--- config.mk ---
export PLATFORM = sky130hd
export DESIGN_NAME = softstart_seq
export DESIGN_NICKNAME = d
export VERILOG_FILES = /design/src/rtl/ss_pkg.sv /design/src/rtl/ss_datapath.sv /design/src/rtl/ss_control.sv /design/src/rtl/softstart_seq.sv
export SDC_FILE = /design/constraint.sdc
export NUM_CORES = 1
export LEC_CHECK = 0
export BUFFER_PORTS_ARGS = -buffer_cell sky130_fd_sc_hd__buf_2
export CAP_MARGIN = 30
export CORE_MARGIN = 2
export CORE_UTILIZATION = 53
export DETAILED_ROUTE_END_ITERATION = 10
export PLACE_DENSITY_LB_ADDON = 0.12
export SYNTH_ARGS = -nofsm -noshare
export SYNTH_HDL_FRONTEND = slang
export SYNTH_SLANG_ARGS = --single-unit
--- constraint.sdc ---
create_clock -name clk -period 3.75 [get_ports clk]
set_input_delay 0.375 -clock clk [delete_from_list [all_inputs] [get_ports clk]]
set_output_delay 0.375 -clock clk [all_outputs]
set_load 0.02 [all_outputs]
--- src/rtl/ss_pkg.sv ---
package ss_pkg;

  // strobes from control to datapath
  typedef struct packed {
    logic clear;    // force code and sub-counter to zero
    logic advance;  // one switching tick counted
  } ssStrobe_t;

  typedef enum logic [0:0] {
    SS_IDLE = 1'b0,
    SS_RUN  = 1'b1
  } ssState_e;

endpackage

--- src/rtl/ss_datapath.sv ---
module ss_datapath
  import ss_pkg::*;
#(
  parameter int STEPS          = 64,
  parameter int TICKS_PER_STEP = 32,
  localparam int SUB_W  = $clog2(TICKS_PER_STEP),
  localparam int CODE_W = $clog2(STEPS + 1)
) (
  input  logic              clk,
  input  logic              rstN,
  input  ssStrobe_t         strobe,
  output logic [CODE_W-1:0] refCode,
  output logic              atFull
);

  localparam logic [SUB_W-1:0]  SUB_LAST  = SUB_W'(TICKS_PER_STEP - 1);
  localparam logic [CODE_W-1:0] CODE_FULL = CODE_W'(STEPS);

  logic [SUB_W-1:0]  subCnt;
  logic [CODE_W-1:0] codeReg;

  always_ff @(posedge clk or negedge rstN) begin
    if (!rstN) begin
      subCnt  <= '0;
      codeReg <= '0;
    end else if (strobe.clear) begin
      subCnt  <= '0;
      codeReg <= '0;
    end else if (strobe.advance) begin
      if (subCnt == SUB_LAST) begin
        subCnt  <= '0;
        codeReg <= codeReg + 1'b1;
      end else begin
        subCnt <= subCnt + 1'b1;
      end
    end
  end

  assign refCode = codeReg;
  assign atFull  = (codeReg == CODE_FULL);


  code_in_range_chk: assert property (@(posedge clk) disable iff (!rstN)
    codeReg <= CODE_FULL);


  code_step_chk: assert property (@(posedge clk) disable iff (!rstN)
    (codeReg != $past(codeReg)) |->
      ((codeReg == CODE_W'($past(codeReg) + 1'b1)) || (codeReg == '0)));

endmodule

--- src/rtl/ss_control.sv ---
module ss_control
  import ss_pkg::*;
#(
  parameter int TEMP_W  = 8,
  parameter int TRIP_HI = 150,
  parameter int TRIP_LO = 120
) (
  input  logic              clk,
  input  logic              rstN,
  input  logic              swTick,
  input  logic              enReq,
  input  logic              supplyOk,
  input  logic [TEMP_W-1:0] tempCode,
  input  logic              atFull,
  output ssStrobe_t         strobe,
  output logic              stageEn
);

  localparam logic [TEMP_W-1:0] HOT_SET = TEMP_W'(TRIP_HI);
  localparam logic [TEMP_W-1:0] HOT_CLR = TEMP_W'(TRIP_LO);

  logic     hotFlag;
  logic     runOk;
  ssState_e state;

  // hysteretic thermal trip
  always_ff @(posedge clk or negedge rstN) begin
    if (!rstN)                   hotFlag <= 1'b0;
    else if (tempCode > HOT_SET) hotFlag <= 1'b1;
    else if (tempCode <= HOT_CLR) hotFlag <= 1'b0;
  end

  assign runOk = enReq & supplyOk & ~hotFlag;

  always_ff @(posedge clk or negedge rstN) begin
    if (!rstN)      state <= SS_IDLE;
    else if (!runOk) state <= SS_IDLE;
    else            state <= SS_RUN;
  end

  always_comb begin
    strobe.clear   = (state == SS_IDLE) | ~runOk;
    strobe.advance = (state == SS_RUN) & runOk & swTick & ~atFull;
  end

  assign stageEn = (state == SS_RUN) & runOk;


  hot_trip_chk: assert property (@(posedge clk) disable iff (!rstN)
    (tempCode > HOT_SET) |=> !stageEn);


  hot_hold_chk: assert property (@(posedge clk) disable iff (!rstN)
    (hotFlag && (tempCode > HOT_CLR)) |=> hotFlag);


  start_from_idle_chk: assert property (@(posedge clk) disable iff (!rstN)
    $rose(stageEn) |-> $past(state == SS_IDLE));

endmodule

--- src/rtl/softstart_seq.sv ---
module softstart_seq
  import ss_pkg::*;
#(
  parameter int STEPS          = 64,
  parameter int TICKS_PER_STEP = 32,
  parameter int TEMP_W         = 8,
  parameter int TRIP_HI        = 150,
  parameter int TRIP_LO        = 120,
  localparam int CODE_W = $clog2(STEPS + 1)
) (
  input  logic              clk,
  input  logic              rstN,
  input  logic              swTick,
  input  logic              enReq,
  input  logic              supplyOk,
  input  logic [TEMP_W-1:0] tempCode,
  output logic [CODE_W-1:0] refCode,
  output logic              stageEn,
  output logic              softDone
);

  ssStrobe_t strobe;
  logic      atFull;

  ss_control #(
    .TEMP_W (TEMP_W),
    .TRIP_HI(TRIP_HI),
    .TRIP_LO(TRIP_LO)
  ) i_ctrl (
    .clk     (clk),
    .rstN    (rstN),
    .swTick  (swTick),
    .enReq   (enReq),
    .supplyOk(supplyOk),
    .tempCode(tempCode),
    .atFull  (atFull),
    .strobe  (strobe),
    .stageEn (stageEn)
  );

  ss_datapath #(
    .STEPS         (STEPS),
    .TICKS_PER_STEP(TICKS_PER_STEP)
  ) i_dp (
    .clk    (clk),
    .rstN   (rstN),
    .strobe (strobe),
    .refCode(refCode),
    .atFull (atFull)
  );

  assign softDone = atFull;


  drop_clears_chk: assert property (@(posedge clk) disable iff (!rstN)
    (!enReq || !supplyOk) |=> (refCode == '0));


  standby_off_chk: assert property (@(posedge clk) disable iff (!rstN)
    (!$past(enReq) && !enReq) |-> !stageEn);

endmodule

Yosys cells after proc, flatten, opt, wreduce, memory -nomap -nowiden:

Index checks and enable logic that the tools add are counted.

* register bits: 14
* input bits: 13
* output and inout bits: 9
* word-level logic and storage cells: 33

* add/sub/neg operators: 2
* magnitude comparators: 2
* equality and inequality tests: 2
* mux-type cells: 9
* bitwise gates (word level): 10
* reduce and logical (&&, ||, !) cells: 4

Operators by type and width (number)
* two-way mux 7 bit: 3
* two-way mux 5 bit: 3
* > comparator 8 bit (second input constant): 1
* <= comparator 8 x 7 -> 1 bit (second input constant): 1
* adder 7 x 1 -> 7 bit (second input constant): 1
* == test 7 bit (second input constant): 1
* nonzero test 2 bit: 3
* adder 5 x 1 -> 5 bit (second input constant): 1
* AND 1 bit: 5
* == test 5 bit (second input constant): 1
* inverter 1 bit: 4
* two-way mux 1 bit: 3
* AND reduction 2 bit: 1
* OR 1 bit: 1

Depth between registers and ports, before layout:

Gate-level depths: netlist of run 1.

* depth in word-level cells: 7
* mapped depth: 7
* mapped depth without buffers: 7

Modules after synthesis:

From an unflattened synthesis of run 1, not the netlist that was laid out.

* cells, all modules: 81
* area, all modules: 778.2 µm²

By module, submodules not included
* ss_datapath: times used 1, cells each 68, area an instance 655.6 µm², sequential area each 300.3 µm²
* ss_control: times used 1, cells each 13, area an instance 122.6 µm², sequential area each 50.0 µm²

Worst setup path before layout of run 1:

OpenSTA, ideal clock, no wires.

* path type: register -> output
* from: reg i_dp.codeReg[5] (netlist: i_dp.refCode[5])
* to: out softDone
* arrival time: 1366 ps
* required time: 3375 ps
* slack: 2009 ps
* stages on the path, launching flop included: 3
* path buffers: 0
* cells stage by stage: dfrtp_1 > or4_4 > nor2_1

* cells in the longest elaborated chain, start to end: 1

RTL lines
* start, declared: line ss_datapath.sv:20 `logic [CODE_W-1:0] codeReg;`
* start signal, assigned: line ss_datapath.sv:32 `codeReg <= codeReg + 1'b1;`
* == test 7 bit: line ss_datapath.sv:40 `assign atFull = (codeReg == CODE_FULL);`
* end, declared: line softstart_seq.sv:19 `output logic softDone`

Every way passes these cells.

Worst setup path after layout of run 1:

Ends and elaborated chain as after synthesis.

==> results of run 1 <==
## worst reg2reg max path, delay by kind of cell, from the launching register on
kind | cells | cell delay, ns
AO/OA/AOI/OAI | 1 | 0.14
adder cells (fa/ha/maj) | 2 | 0.49
flip-flops | 1 | 0.42
AND/OR/NAND/NOR | 2 | 0.70
## cell type report
type | instances | area share
multi-input cells | 61 | 0.431
flip-flops and latches | 14 | 0.385
repair buffers | 22 | 0.127
clock buffers | 3 | 0.0248
well taps | 15 | 0.0206
inverters | 3 | 0.0124
## state kept, by name (all words and copies together) (netlist names)
| name | cells |
|---|---|
| i_ctrl.hotFlag | 1 |
| i_dp.subCnt | 5 |
| i_dp.refCode | 7 |
| i_ctrl.state | 1 |
## metrics by stage
| stage | cell area, µm² | hold slack, ns |
|---|---|---|
| finish | 910 | 0.318 |
| global route | 910 | 0.341 |
| CTS | 910 | 0.314 |
| floorplan | 753 | 0.0794 |
| global placement | 877 | 0.283 |
| detailed placement | 877 | 0.283 |
## Yosys cell counts
master,count
sky130_fd_sc_hd__dfrtp_1,14
sky130_fd_sc_hd__nor2_1,12
sky130_fd_sc_hd__nand2_1,7
sky130_fd_sc_hd__nand3_1,6
sky130_fd_sc_hd__ha_1,4
sky130_fd_sc_hd__xnor2_1,4
sky130_fd_sc_hd__nand4_1,3
sky130_fd_sc_hd__o21ai_0,3
sky130_fd_sc_hd__a21oi_1,2
sky130_fd_sc_hd__a31oi_1,2
sky130_fd_sc_hd__and3_1,2
sky130_fd_sc_hd__inv_1,2
sky130_fd_sc_hd__o211ai_1,2
sky130_fd_sc_hd__o41ai_1,2
sky130_fd_sc_hd__xor2_1,2
sky130_fd_sc_hd__and2_1,1
sky130_fd_sc_hd__clkinv_1,1
sky130_fd_sc_hd__nor2b_1,1
sky130_fd_sc_hd__nor3_1,1
sky130_fd_sc_hd__o21a_1,1
sky130_fd_sc_hd__o21ai_2,1
sky130_fd_sc_hd__o21ai_4,1
sky130_fd_sc_hd__o31ai_1,1
sky130_fd_sc_hd__or3_2,1
sky130_fd_sc_hd__or4_4,1
sky130_fd_sc_hd__or4b_1,1
## cell families (layout without fill, tap and decap cells)
family,Yosys count,count (layout),synth area share
flops,14,14,0.465
simple gates,36,36,0.238
xor+xnor,6,6,0.0698
buf+inv,3,28,0.0149
compound gates,15,15,0.146
fa+ha+maj,4,4,0.0664
## layer usage
layer,track usage,vias to the layer above,wire length (µm)
met5,0,-,0
met4,0.0968,0,28
met3,0.0261,4,58
met2,0.278,16,608
met1,0.260,289,686
li1,-,335,-
## timing repair
item | 4_1_cts | 5_1_grt
hold endpoints to repair | 14 | 0
hold buffers | 1 | 0
resized for setup | 0 | 0
setup endpoints to repair | 0 | 0
## cell usage in the layout, fill, tap and decap left out, types with 3 or more instances in the layout
master,netlist,routed
sky130_fd_sc_hd__ha_1,4,4
sky130_fd_sc_hd__nand4_1,3,3
sky130_fd_sc_hd__buf_2,0,21
sky130_fd_sc_hd__nand3_1,6,6
sky130_fd_sc_hd__o21ai_0,3,3
sky130_fd_sc_hd__clkbuf_4,0,3
sky130_fd_sc_hd__xnor2_1,4,4
sky130_fd_sc_hd__dfrtp_1,14,14
sky130_fd_sc_hd__nor2_1,12,12
sky130_fd_sc_hd__nand2_1,7,7
## worst paths after layout
kind,from,endpoint,cells past startpoint
max,i_dp.refCode[5]$_DFFE_PN0P_,softDone,3
min reg2reg,i_ctrl.hotFlag$_DFFE_PN0P_,i_ctrl.state$_DFF_PN0_,1
max reg2reg,i_dp.subCnt[0]$_DFFE_PN0P_,i_dp.subCnt[2]$_DFFE_PN0P_,5
min,tempCode[7],i_ctrl.hotFlag$_DFFE_PN0P_,3
min in group asynchronous,rstN,i_dp.subCnt[4]$_DFFE_PN0P_,2
max in group asynchronous,rstN,i_dp.refCode[2]$_DFFE_PN0P_,2
## power groups by stage
stage          Combinational [µW]  Clock [µW]  Sequential [µW]
2_1_floorplan                5.58           0              156
3_3_place_gp                 16.5           0              156
3_5_place_dp                 17.1           0              156
4_1_cts                      18.0        83.1              153
5_1_grt                      20.1        89.5              153
6_report                     17.5        79.9              153
==> key figures, run 1 <==
Status
  – Run status: complete, no violations

STA
  – Worst max-slew margin expressed relative to the limit: 0.763
  – Fin Setup TNS: 0 ns
  – Setup ws final: between 1.5 and 2 ns
  – Achievable Freq: about 0.5 GHz
  – Worst Max-Slew Pin Slew: around 0.36 ns
  – Total of endpoints with negative setup slack in the final report: 0
  – Share of the cycle needed by the critical path after routing: 0.520
  – Final period demand of the worst path: 1.95 ns
  – Final hold vios: 0
  – Unrepaired setup endpoints after global routing: no
  – Pins over their slew limit: 0
  – Setup skew after layout: between 0.0015 and 0.002 ns

Power and ir drop
  – Fraction of power consumed by the clock network: 0.319
  – Net load switching power: about 53 µW
  – Worst ir drop on vdd: roughly 200 µV
  – Design internal power: between 150 and 200 µW
  – Proportion of power drawn by combinational gates: 0.070
  – Total power divided by cell area: ~280 nW/µm²
  – Static leakage power: between 0.0004 and 0.0005 µW
  – Total power consumption of the routed design: between 200 and 300 µW
  – Net switching share of the total power: 0.212
  – Part of the total power dissipated in sequential elements: 0.611

Synth
  – Library cell with the largest summed area after synthesis: sky130_fd_sc_hd__dfrtp_1
  – Post-synthesis register bit count: 14
  – Biggest area contributors in the synthesized netlist: sky130_fd_sc_hd__dfrtp_1, sky130_fd_sc_hd__ha_1, sky130_fd_sc_hd__nor2_1
  – Post-Synthesis Net Count: 95
  – Synthesized instance count: between 70 and 80
  – Average size of a mapped cell: just under 10 µm²
  – Total number of yosys warnings: 0
  – Cell area after technology mapping: ~750 µm²
  – Unique cell type count in the Yosys netlist: 26
  – Share of the yosys chip area belonging to registers: 0.465
  – Area share of the largest cell type after synthesis: 0.465

Route
  – First-pass detailed-route iteration total: 4
  – DRC viols: 0
  – Violation count after the first detailed-route iteration: 5
  – Avg WL per Cell: approximately 12 µm
  – Total via count after detailed routing: between 600 and 700
  – Total wire length: ~1400 µm
  – Vias per cell: around 5.5
  – Routed Antenna Nets: 0

Floorplanning
  – Die footprint: ~1700 µm²
  – Die width: ~42 µm
  – Overall die height: 41.7 µm
  – Initial core utilization: 0.572
  – Core region area: 1320 µm²
  – Top-level I/O count: 22
  – # rows: 13

Setup path
  – Data arrival time of the critical path: about 1.6 ns
  – Cell Chain, Critical Path: or4_4 -> nor2_1 -> buf_2
  – Setup crit end kind: primary output
  – Critical setup path kind: reg -> out
  – Slowest stage cell on the critical path: sky130_fd_sc_hd__or4_4
  – Critical path required time: about 3.4 ns
  – Critical path buffer and inverter count: 1
  – Worst-path fanout max: 4
  – Worst setup SP type: register
  – Family with the most delay on the worst path: simple AND/OR/NAND/NOR gates
  – Minimum setup slack among reg-to-reg paths: 1.93 ns
  – Maximum cell stage delay along the critical path: just under 0.6 ns

Clocking
  – CTS tree: built
  – Clock-pin slew reported for the worst setup and hold paths after clock tree synthesis: about 0.07 ns
  – Clk sink count: 14
  – H-tree lvl count: 1
  – Root Buffer: sky130_fd_sc_hd__clkbuf_4
  – Largest buffer count on any clock path: 2
  – Post-CTS setup repair buffer count: 0
  – Clock latency reported for the late side of the worst-skew pair: around 0.27 ns
  – CTS Buf Count: 3

Place
  – Port bufs: 21
  – Number of placed instances with taps included: 114
  – Placer congestion estimate: 0.703
  – Post-Place Setup Slack: about 2 ns
  – DP Wirelength: approximately 1100 µm

Global routing
  – Global-route wire length before repair: roughly 2500 µm
  – Maximum number of pins on one net before global-route repair: 15
  – Final global-route overflow total: 0
  – Global-route total usage across every layer: 0.185
  – Vias in the first global route: a little under 600
  – Initial antenna violation count: 0

Cells and area
  – Flip-flop and latch area: approximately 350 µm²
  – Fraction of final layout cells sized beyond drive strength 1: 0.272
  – Layout overhead on the synthesized area: 20.8%
  – Fin nets: about 120
  – Filler-free cell count of the finished design: 118
  – Antenna diode count: 0
  – Fill cells: roughly 110
  – Post-layout util: 0.690
  – Area of the multi-input gates: 392 µm²

Job
  – Number of max-capacitance violations reported: 0

Min path
  – Class of the most critical hold timing path: in -> reg
(Power assumes the default switching activity.)
==> inputs of run 2 (changes only) <==
--- a/config.mk
+++ b/config.mk
@@ -5,10 +5,11 @@
 export SDC_FILE = /design/constraint.sdc
 export NUM_CORES = 1
 export LEC_CHECK = 0
+export ABC_AREA = 1
 export BUFFER_PORTS_ARGS = -buffer_cell sky130_fd_sc_hd__buf_2
 export CAP_MARGIN = 30
 export CORE_MARGIN = 2
-export CORE_UTILIZATION = 53
+export CORE_UTILIZATION = 47
 export DETAILED_ROUTE_END_ITERATION = 10
 export PLACE_DENSITY_LB_ADDON = 0.12
 export SYNTH_ARGS = -nofsm -noshare
==> constraint.sdc (replaced) <==
create_clock -name clk -period 1.65 [get_ports clk]
set_input_delay 0.165 -clock clk [delete_from_list [all_inputs] [get_ports clk]]
set_output_delay 0.165 -clock clk [all_outputs]
set_load 0.02 [all_outputs]
==> key figures, run 2 <==
Clocking
  – CTS tree: built
  – CTS Buf Count: 3 (unchanged)
  – Post-CTS setup repair buffer count: 0 (unchanged)
  – Clk sink count: 14 (unchanged)
  – Root Buffer: sky130_fd_sc_hd__clkbuf_4
  – Largest buffer count on any clock path: 2 (unchanged)
  – Clock latency reported for the late side of the worst-skew pair: 0.29 ns (+0.02 ns)
  – H-tree lvl count: 1 (unchanged)
  – Clock-pin slew reported for the worst setup and hold paths after clock tree synthesis: 0.09 ns (+0.02 ns)

Status
  – Run status: complete, no violations

STA
  – Unrepaired setup endpoints after global routing: no
  – Worst max-slew margin expressed relative to the limit: 0.782 (+0.0194)
  – Setup ws final: 0.0860 ns (-1.72 ns)
  – Setup skew after layout: 0.00790 ns (+0.00629 ns)
  – Worst Max-Slew Pin Slew: 0.327 ns (-0.0282 ns)
  – Share of the cycle needed by the critical path after routing: 0.948
  – Final hold vios: 0 (unchanged)
  – Pins over their slew limit: 0 (unchanged)
  – Final period demand of the worst path: around 1.6 ns
  – Total of endpoints with negative setup slack in the final report: 0 (unchanged)
  – Fin Setup TNS: 0 ns (unchanged)
  – Worst hold slack after final layout: 0.0645 ns (-0.254 ns)
  – Achievable Freq: ~0.64 GHz

Synth
  – Post-Synthesis Net Count: 147 (+55%)
  – Average size of a mapped cell: 7.47 µm² (-23%)
  – Cell area after technology mapping: 971 µm² (+29%)
  – Compound-gate portion of the synthesized area: 0.0258 (-0.120)
  – Number of enable-type register cells in the synthesized netlist: 0 (unchanged)
  – Most frequently used cell type in the post-synthesis netlist: sky130_fd_sc_hd__nand2_1
  – Adder-Cell Fraction of Synth Area: 0.0515 (-0.0149)
  – Prevailing post-synth register cell: sky130_fd_sc_hd__dfrtp_1
  – Post-synthesis register bit count: 14 (unchanged)
  – Most used standard cells in the synthesized netlist: sky130_fd_sc_hd__nand2_1, sky130_fd_sc_hd__nand3_1, sky130_fd_sc_hd__dfrtp_1
  – Simple-gate share of the synthesized area: 0.486 (+0.248)
  – Area share of the largest cell type after synthesis: 0.361 (-0.104)
  – Total number of yosys warnings: 0 (unchanged)
  – Biggest area contributors in the synthesized netlist: sky130_fd_sc_hd__dfrtp_1, sky130_fd_sc_hd__nand2_1, sky130_fd_sc_hd__nand3_1
  – Mux share of post-synthesis cell area: 0 (unchanged)
  – Share of flip-flops with an asynchronous set or reset: 1.00 (unchanged)
  – Dominant combinational cell family by area after synthesis: simple AND/OR/NAND/NOR gates
  – Unique cell type count in the Yosys netlist: 24 (-7.7%)
  – Library cell with the largest summed area after synthesis: sky130_fd_sc_hd__dfrtp_1
  – Share of the yosys chip area belonging to registers: 0.361 (-0.104)
  – Synthesized instance count: 130 (+67%)
  – Synth Area in XOR/XNOR: 0 (-0.0698)

Global routing
  – Global-route wire length before repair: 3700 µm (+48%)
  – Maximum number of pins on one net before global-route repair: 15 (unchanged)
  – Global-route total usage across every layer: 0.196 (+0.0108)
  – Final global-route overflow total: 0 (unchanged)
  – Initial antenna violation count: 0 (unchanged)
  – Vias in the first global route: 841 (+41%)

Setup path
  – Minimum setup slack among reg-to-reg paths: 0.15 ns (-1.78 ns)
  – Critical path required time: 1.48 ns (-1.90 ns)
  – Startpoint of the most critical setup path: i_dp.refCode[0]$_DFFE_PN0P_
  – Cell Chain, Critical Path: inv_1 -> ha_1 -> nand2_1 -> nor2_4 -> buf_4
  – Worst setup SP type: register
  – Slowest stage cell on the critical path: sky130_fd_sc_hd__dfrtp_2
  – Maximum cell stage delay along the critical path: 0.45 ns (-0.14 ns)
  – Worst setup path endpoint: softDone
  – Setup crit end kind: primary output
  – Data arrival time of the critical path: 1.40 ns (-0.17 ns)
  – Logic depth of the worst register-to-register path: 8 (+3)
  – Worst-path fanout max: 6 (+2)
  – R2r startpoint: i_dp.subCnt[0]$_DFFE_PN0P_
  – Destination of the worst register-to-register timing path: i_dp.refCode[2]$_DFFE_PN0P_
  – Critical setup path kind: reg -> out

Place
  – DP Wirelength: 1650 µm (+48%)
  – Placer congestion estimate: 0.878 (+25%)
  – Port bufs: 21 (unchanged)
  – Post-Place Setup Slack: 0.0854 ns (-1.87 ns)

Cells and area
  – Number of flip-flops under the largest register name: 7 (unchanged)
  – Antenna diode count: 0 (unchanged)
  – Commonest cells after routing, fill and taps aside: sky130_fd_sc_hd__nand2_1, sky130_fd_sc_hd__buf_2, sky130_fd_sc_hd__nand3_1
  – Fin nets: 171 (+40%)
  – Leading cell type in the layout, fill and taps excluded: sky130_fd_sc_hd__nand2_1
  – Layout overhead on the synthesized area: 17.1%
  – Fraction of final layout cells sized beyond drive strength 1: 0.294 (+0.0223)

Min path
  – Hold Path Depth: 3 (unchanged)
  – Class of the most critical hold timing path: in -> reg

Power and ir drop
  – Worst ir drop on vdd: 485 µV (+150%)
  – Static leakage power: 0.000610 µW (+44%)
  – Total power divided by cell area: 567 nW/µm² (+110%)

Route
  – Avg WL per Cell: 11.5 µm (-1.8%)
  – Total wire length: 2070 µm (+50%)
  – Violation count after the first detailed-route iteration: 30 (+25)
  – Routed Antenna Nets: 0 (unchanged)
  – Total via count after detailed routing: 898 (+39%)
  – DRC viols: 0 (unchanged)
  – First-pass detailed-route iteration total: 4 (unchanged)
  – Vias per cell: 4.99 (-8.6%)

Floorplanning
  – Overall die height: 49.5 µm (+19%)
  – Die footprint: 2450 µm² (+41%)
  – Core region area: 1960 µm² (+49%)
  – Die width: 49.5 µm (+19%)
  – Top-level I/O count: 22 (unchanged)
  – Initial core utilization: 0.495 (-0.0768)
  – # rows: 16 (+3)

Job
  – Number of max-capacitance violations reported: 0 (unchanged)
==> run 2: stage by stage <==
step | util | cell area (µm²) | instances | power [µW]
final | 0.580 | 1140 | 180 | 645
after CTS | 0.575 | 1130 | 180 | 650
after global routing | 0.580 | 1140 | 180 | 669
after detailed placement | 0.552 | 1080 | 175 | 401
after floorplan | - | 971 | 130 | 372
after global placement | 0.552 | 1080 | 175 | 398
==> run 2: worst min path at each step <==
stage | start | endpoint
after floorplan | rstN | i_ctrl.hotFlag$_DFFE_PN0P_
after global placement | rstN | i_ctrl.hotFlag$_DFFE_PN0P_
after detailed placement | rstN | i_ctrl.state$_DFF_PN0_
after CTS | tempCode[4] | i_ctrl.hotFlag$_DFFE_PN0P_
after global routing | tempCode[4] | i_ctrl.hotFlag$_DFFE_PN0P_
final | tempCode[4] | i_ctrl.hotFlag$_DFFE_PN0P_
==> run 2: cells by family after synthesis <==
kind of cell,Yosys count
and+or+nand+nor,94
AOI/OAI and AO/OA,4
adders and majority gates,4
buffers and inverters,14
DFF,14
==> run 2: power by group <==
group          switching [µW]  internal (µW)  total, µW
Sequential               4.17            346        350
Clock                     116            134        251
Combinational            25.5           18.6       44.1
Total                     146            499        645
==> run 2: final cells by class <==
class | instances | area [µm²]
Timing Repair Buffer | 22 | 118
Tap cell | 27 | 33.8
Fill cell | 196 | 825
Multi-Input combinational cell | 102 | 549
Sequential cell | 14 | 352
Inverter | 11 | 48.8
Clock buffer | 4 | 36.3
==> run 2: critical path, delay by kind of cell, from the launching register on <==
kind,cells,cell delay (ns)
fa+ha+maj,1,0.16
buf+inv,2,0.25
flops,1,0.45
simple gates,2,0.25
==> run 2: per-layer routing <==
metal	global-route usage	share of wire
met1	0.246	0.44
met2	0.338	0.52
met3	0.0273	0.022
met4	0.0833	0.019
met5	0	0
==> run 2: timing repair <==
item                                   4_1_cts  5_1_grt
setup endpoints to repair                    0        9
endpoints found under the hold margin       14        0
resized for setup                            0        4
hold buffers                                 1        0
